**src/rtl/clk_edge_pkg.sv**
```systemverilog
package clk_edge_pkg;

    typedef enum logic [5:0] {
        ST_STABLE_HIGH = 6'b000001,
        ST_FALL_SEEN   = 6'b000010,
        ST_FALL_HOLD   = 6'b000100,
        ST_STABLE_LOW  = 6'b001000,
        ST_RISE_SEEN   = 6'b010000,
        ST_RISE_HOLD   = 6'b100000
    } edge_state_t;

    function automatic logic level_of(input edge_state_t s);
        return (s == ST_STABLE_HIGH) || (s == ST_FALL_SEEN) || (s == ST_FALL_HOLD);
    endfunction

endpackage

```
**src/rtl/line_sync.sv**
```systemverilog
module line_sync #(
    parameter int STAGES = 2
) (
    input  logic clk,
    input  logic rst,
    input  logic din,
    output logic dout
);
    logic [STAGES-1:0] chain;

    generate
        for (genvar i = 0; i < STAGES; i++) begin : g_stage
            if (i == 0) begin : g_first
                always_ff @(posedge clk) begin
                    if (rst) chain[0] <= 1'b1;
                    else     chain[0] <= din;
                end
            end else begin : g_next
                always_ff @(posedge clk) begin
                    if (rst) chain[i] <= 1'b1;
                    else     chain[i] <= chain[i-1];
                end
            end
        end
    endgenerate

    assign dout = chain[STAGES-1];
endmodule

```
**src/rtl/hold_timer.sv**
```systemverilog
module hold_timer #(
    parameter int HOLD_CYCLES = 370,
    localparam int CNT_W = $clog2(HOLD_CYCLES) + 1
) (
    input  logic clk,
    input  logic rst,
    input  logic clr,
    input  logic inc,
    output logic done
);
    localparam logic [CNT_W-1:0] LAST = CNT_W'(HOLD_CYCLES - 1);

    logic [CNT_W-1:0] cnt;

    always_ff @(posedge clk) begin
        if (rst || clr) cnt <= '0;
        else if (inc)   cnt <= cnt + 1'b1;
    end

    assign done = (cnt == LAST);

    // the count never runs past the last hold cycle
    a_r3_cnt_bound: assert property (@(posedge clk) disable iff (rst) cnt <= LAST);
    // a clear restarts the hold count
    a_r7_clear_restarts: assert property (@(posedge clk) disable iff (rst)
        clr |=> (cnt == '0));
endmodule

```
**src/rtl/edge_fsm.sv**
```systemverilog
module edge_fsm
    import clk_edge_pkg::*;
(
    input  logic clk,
    input  logic rst,
    input  logic line_s,
    input  logic t_done,
    output logic t_clr,
    output logic t_inc,
    output logic fall_pulse,
    output logic rise_pulse,
    output logic line_level
);
    edge_state_t st, nxt;
    logic fall_set, rise_set;

    always_ff @(posedge clk) begin
        if (rst) st <= ST_STABLE_HIGH;
        else     st <= nxt;
    end

    always_comb begin
        nxt      = st;
        t_clr    = 1'b1;
        t_inc    = 1'b0;
        fall_set = 1'b0;
        rise_set = 1'b0;
        unique case (st)
            ST_STABLE_HIGH: if (!line_s) nxt = ST_FALL_SEEN;
            ST_FALL_SEEN:   nxt = line_s ? ST_STABLE_HIGH : ST_FALL_HOLD;
            ST_FALL_HOLD: begin
                if (line_s) begin
                    nxt = ST_STABLE_HIGH;
                end else if (t_done) begin
                    nxt      = ST_STABLE_LOW;
                    fall_set = 1'b1;
                end else begin
                    t_clr = 1'b0;
                    t_inc = 1'b1;
                end
            end
            ST_STABLE_LOW:  if (line_s) nxt = ST_RISE_SEEN;
            ST_RISE_SEEN:   nxt = line_s ? ST_RISE_HOLD : ST_STABLE_LOW;
            ST_RISE_HOLD: begin
                if (!line_s) begin
                    nxt = ST_STABLE_LOW;
                end else if (t_done) begin
                    nxt      = ST_STABLE_HIGH;
                    rise_set = 1'b1;
                end else begin
                    t_clr = 1'b0;
                    t_inc = 1'b1;
                end
            end
            default: nxt = ST_STABLE_HIGH;
        endcase
    end

    always_ff @(posedge clk) begin
        if (rst) begin
            fall_pulse <= 1'b0;
            rise_pulse <= 1'b0;
            line_level <= 1'b1;
        end else begin
            fall_pulse <= fall_set;
            rise_pulse <= rise_set;
            line_level <= level_of(nxt);
        end
    end

    // state stays one-hot, pulses never coincide
    a_r8_state_onehot: assert property (@(posedge clk) disable iff (rst) $onehot(st));
    a_r8_pulse_excl:   assert property (@(posedge clk) disable iff (rst)
        !(fall_pulse && rise_pulse));
    // single-cycle strobes
    a_r5_fall_single:  assert property (@(posedge clk) disable iff (rst)
        fall_pulse |=> !fall_pulse);
    a_r6_rise_single:  assert property (@(posedge clk) disable iff (rst)
        rise_pulse |=> !rise_pulse);
    // level agrees with the pulse that moved it
    a_r4_level_fall:   assert property (@(posedge clk) disable iff (rst)
        fall_pulse |-> (!line_level && st == ST_STABLE_LOW));
    a_r4_level_rise:   assert property (@(posedge clk) disable iff (rst)
        rise_pulse |-> (line_level && st == ST_STABLE_HIGH));
    // abort returns to the prior stable state with no strobe
    a_r7_fall_abort:   assert property (@(posedge clk) disable iff (rst)
        (st == ST_FALL_HOLD && line_s) |=> (st == ST_STABLE_HIGH && !fall_pulse && line_level));
    a_r7_rise_abort:   assert property (@(posedge clk) disable iff (rst)
        (st == ST_RISE_HOLD && !line_s) |=> (st == ST_STABLE_LOW && !rise_pulse && !line_level));
endmodule

```
**src/rtl/clk_edge_qualifier.sv**
```systemverilog
module clk_edge_qualifier #(
    parameter int HOLD_CYCLES = 370,
    parameter int SYNC_STAGES = 2
) (
    input  logic clk,
    input  logic rst,
    input  logic line_raw,
    output logic fall_pulse,
    output logic rise_pulse,
    output logic line_level
);
    logic line_s;
    logic t_clr, t_inc, t_done;

    line_sync #(.STAGES(SYNC_STAGES)) u_sync (
        .clk  (clk),
        .rst  (rst),
        .din  (line_raw),
        .dout (line_s)
    );

    hold_timer #(.HOLD_CYCLES(HOLD_CYCLES)) u_timer (
        .clk  (clk),
        .rst  (rst),
        .clr  (t_clr),
        .inc  (t_inc),
        .done (t_done)
    );

    edge_fsm u_fsm (
        .clk        (clk),
        .rst        (rst),
        .line_s     (line_s),
        .t_done     (t_done),
        .t_clr      (t_clr),
        .t_inc      (t_inc),
        .fall_pulse (fall_pulse),
        .rise_pulse (rise_pulse),
        .line_level (line_level)
    );

    // reset leaves the block high and quiet
    a_r1_reset_idle: assert property (@(posedge clk)
        rst |=> (line_level && !fall_pulse && !rise_pulse));
endmodule

```
**config.mk**
```make
export PLATFORM = sky130hd
export DESIGN_NAME = clk_edge_qualifier
export DESIGN_NICKNAME = d
export VERILOG_FILES = /design/src/rtl/clk_edge_pkg.sv /design/src/rtl/line_sync.sv /design/src/rtl/hold_timer.sv /design/src/rtl/edge_fsm.sv /design/src/rtl/clk_edge_qualifier.sv
export SDC_FILE = /design/constraint.sdc
export NUM_CORES = 1
export LEC_CHECK = 0
export CAP_MARGIN = 20
export CORE_UTILIZATION = 50
export DETAILED_ROUTE_END_ITERATION = 10
export DONT_BUFFER_PORTS = 1
export PLACE_DENSITY = 0.71
export SYNTH_ARGS = -nofsm -noshare
export SYNTH_HDL_FRONTEND = slang
export SYNTH_SLANG_ARGS = --single-unit
```
**constraint.sdc**
```tcl
create_clock -name clk -period 2.1 [get_ports clk]
set_input_delay 0 -clock clk [delete_from_list [all_inputs] [get_ports clk]]
set_output_delay 0 -clock clk [all_outputs]
set_load 0.005 [all_outputs]
```
==> results by group <==
Clocking
  • Worst-path clk slew: 0.12 ns
  • # H-tree levels: 1
  • CTS buffer count: 3
  • Bufs on Longest Clock Path: 2
  • CTS tree: yes
  • Worst-Skew Late Latency: 0.31 ns
  • Post-CTS Setup Inserts: 0
  • Clock Tree Root: clkbuf_4
  • Clock sinks: 21

Yosys
  • FF+latch count, synth: 21
  • Sequential share of the synthesized area: 42.7%
  • Synth area leader: dfxtp_1
  • Area contributors post-synth: dfxtp_1 43%, nor2_1 7.3%, xor2_1 7.1%
  • Avg Inst Size Synth: 8.94 um2
  • Post-Syn Nets: 115
  • Synth Instances: 110
  • Synthesis warning total: 0
  • Mapped Area: 983 um2
  • Synth unique cells: 34
  • Share of the synthesized area in the top cell type: 42.7%

Placement
  • IO Port Bufs: 0
  • Setup WS pre-CTS: 0.570 ns
  • RePlAce Congestion: 0.806
  • DP Wirelength: 1160 um

Floorplan
  • Initial core utilization: 55.2%
  • Total core area: 0.00178 mm2
  • Die height: 46.4 um
  • Row count: 15
  • Die Width: 46.4 um
  • Die area: 0.00215 mm2
  • Ports: 6

Timing
  • Setup TNS: 0 ns
  • Worst Skew: 0.0101 ns
  • Max-slew headroom: 70.6%
  • Count of pins over their slew limit: 0
  • Final worst-path cycle share: 76.1%
  • RSZ-0062 raised after global routing: no
  • Final worst path period need: 1.60 ns
  • Worst slew pin tran: 0.437 ns
  • Fmax: 626 MHz
  • Fin worst setup slack: 0.502 ns
  • Final hold viol count: 0
  • Setup Viol. Count Final: 0

Worst setup path
  • Reg2Reg Setup Slack: 0.50 ns
  • CP arrival: 1.83 ns
  • Crit start category: flop
  • Critical Path Sink Type: flop
  • CP Cell Sequence: or4_4, nor2_1, a21boi_0, o2111ai_1
  • WS Path Type: flop to flop
  • CP top delay family: simple AND/OR/NAND/NOR gates
  • CP max-delay cell: or4_4
  • R2r worst-path depth: 4
  • R2r startpoint: u_fsm.st[4]
  • Buf+Inv Stages, Crit Path: 0
  • CP Max Fanout: 11
  • Critical path's largest stage delay: 0.57 ns
  • Critical Path RT: 2.34 ns
  • RR Endpoint: u_fsm.line_level

Cells and area
  • N_diodes: 0
  • Commonest non-fill, non-tap cell in the layout: dfxtp_1
  • Share of layout cells above drive strength 1: 11.8%
  • Area delta synth->final: 4.71%
  • Sequential cell area: 420 um2
  • Total Nets Final: 116
  • Area of the multi-input gates: 527 um2
  • Fillcell total: 173
  • Most frequent cells in the layout: 21 x dfxtp_1, 19 x nor2_1, 8 x xor2_1, 6 x nand2_1, 5 x nand3_1

Power and ir drop
  • Cell Pwr Density: 616 mW/mm2
  • Lkg Pwr: 0.000362 uW
  • Max IR drop VDD: 0.356 mV

Routing
  • Routed Wire Length: 1740 um
  • WL per Instance: 12.9 um
  • Pre-Repair DR Iteration Count: 4
  • DR iter-0 viols: 18
  • Vias: 748
  • Post-route ant nets: 0
  • DR DRC count: 0
  • Vias per inst: 5.54

GRT
  • Vias in the first global route: 609
  • Pin count of the biggest net entering global routing: 13
  • First-pass GRT wire length: 2790 um
  • Total GRT Usage: 18.9%
  • Congestion Overflow GR: 0
  • Antenna violations before repair: 0

Hold path
  • Worst hold start: line_raw
  • Hold path cells: 2
  • Worst Hold End: u_sync.chain[0]
  • HP Class: input port to flop

Job
  • # Max-Cap Violations: 0

Status
  • Status: complete, no violations
[logic make-up after synthesis]
logic type,count (synthesis),share of synthesized area (%)
adders and majority gates,2,2.54
buffers and inverters,7,3.69
AOI/OAI and AO/OA,12,7.63
DFF,21,42.7
and+or+nand+nor,57,33.6
xor gates and xnor gates,11,9.80
[synth_stat cells (all sizes together)]
master / n
and3: 1
nand3: 5
xor2: 8
xnor2: 3
nand2: 6
or2: 4
and4b: 1
a21boi: 1
nor4b: 3
and4: 1
a31oi: 1
or4: 1
buf: 3
nand3b: 2
clkbuf: 3
o21ai: 4
nand2b: 3
or3: 1
nor3: 3
ha: 2
a211oi: 1
nor2: 19
dfxtp: 21
nand4: 3
nand4b: 2
o211ai: 2
a21oi: 2
nor4: 1
nor3b: 1
o2111ai: 1
inv: 1
[registers in the layout, summed over array words and instances (netlist names)]
name / flops
u_timer.cnt: 10
u_fsm.st: 6
u_fsm.fall_pulse: 1
u_fsm.line_level: 1
u_fsm.rise_pulse: 1
u_sync.chain: 1
u_sync.dout: 1
[where the power goes]
group | internal (uW) | switching, uW
Sequential | 404 | 7.97
Combinational | 15.2 | 12.4
Clock | 71.2 | 124
Total | 490 | 144
[layout make-up]
cell class                      count  share of cell area [%]
Clock buffer                        3                    2.19
Clock inverter                      1                   0.486
Inverter                            1                   0.365
Multi-Input combinational cell     82                    51.2
Sequential cell                    21                    40.8
Tap cell                           25                    3.04
Timing Repair Buffer                2                    1.94
[worst max path at each step]
| stage | from | to | slack [ns] | cells after the start |
|---|---|---|---|---|
| 2_1_floorplan | u_fsm.st[1] | u_fsm.line_level | 0.68 | 4 |
| 3_3_place_gp | u_fsm.st[4] | u_fsm.line_level | 0.64 | 3 |
| 3_5_place_dp | u_fsm.st[4] | u_fsm.line_level | 0.57 | 4 |
| 4_1_cts | u_fsm.st[4] | u_fsm.line_level | 0.53 | 4 |
| 5_1_grt | u_fsm.st[5] | u_timer.cnt[3] | 0.39 | 4 |
| 6_report | u_fsm.st[4] | u_fsm.line_level | 0.50 | 4 |
[metal layers]
layer / vias up / wire (um) / GRT usage, %
li1: 383 / - / -
met1: 345 / 900 / 29.3
met2: 16 / 716 / 22.8
met3: 4 / 93 / 6.67
met4: 0 / 27 / 7.06
met5: - / 0 / 0
[timing repair]
action / 4_1_cts / 5_1_grt
gates resized for setup: 0 / 0
hold buffers: 2 / 0
hold endpoints to repair: 11 / 0
[metrics by stage]
step	util (%)	hold WS, ns	power [uW]	std cells	cell area, um2
after floorplan	-	0.0717	440	110	983
after global placement	55.1	0.0777	442	129	982
after detailed placement	55.1	0.0748	443	129	982
after CTS	57.8	0.313	637	135	1030
after global routing	57.8	0.300	661	135	1030
final	57.8	0.316	634	135	1030
[worst register-to-register path, cell delays in order (launching register included)]
cell,delay [ns]
dfxtp_1,0.43
or4_4,0.57
nor2_1,0.21
a21boi_0,0.13
o2111ai_1,0.19
Power figures use the tool's default switching activity.
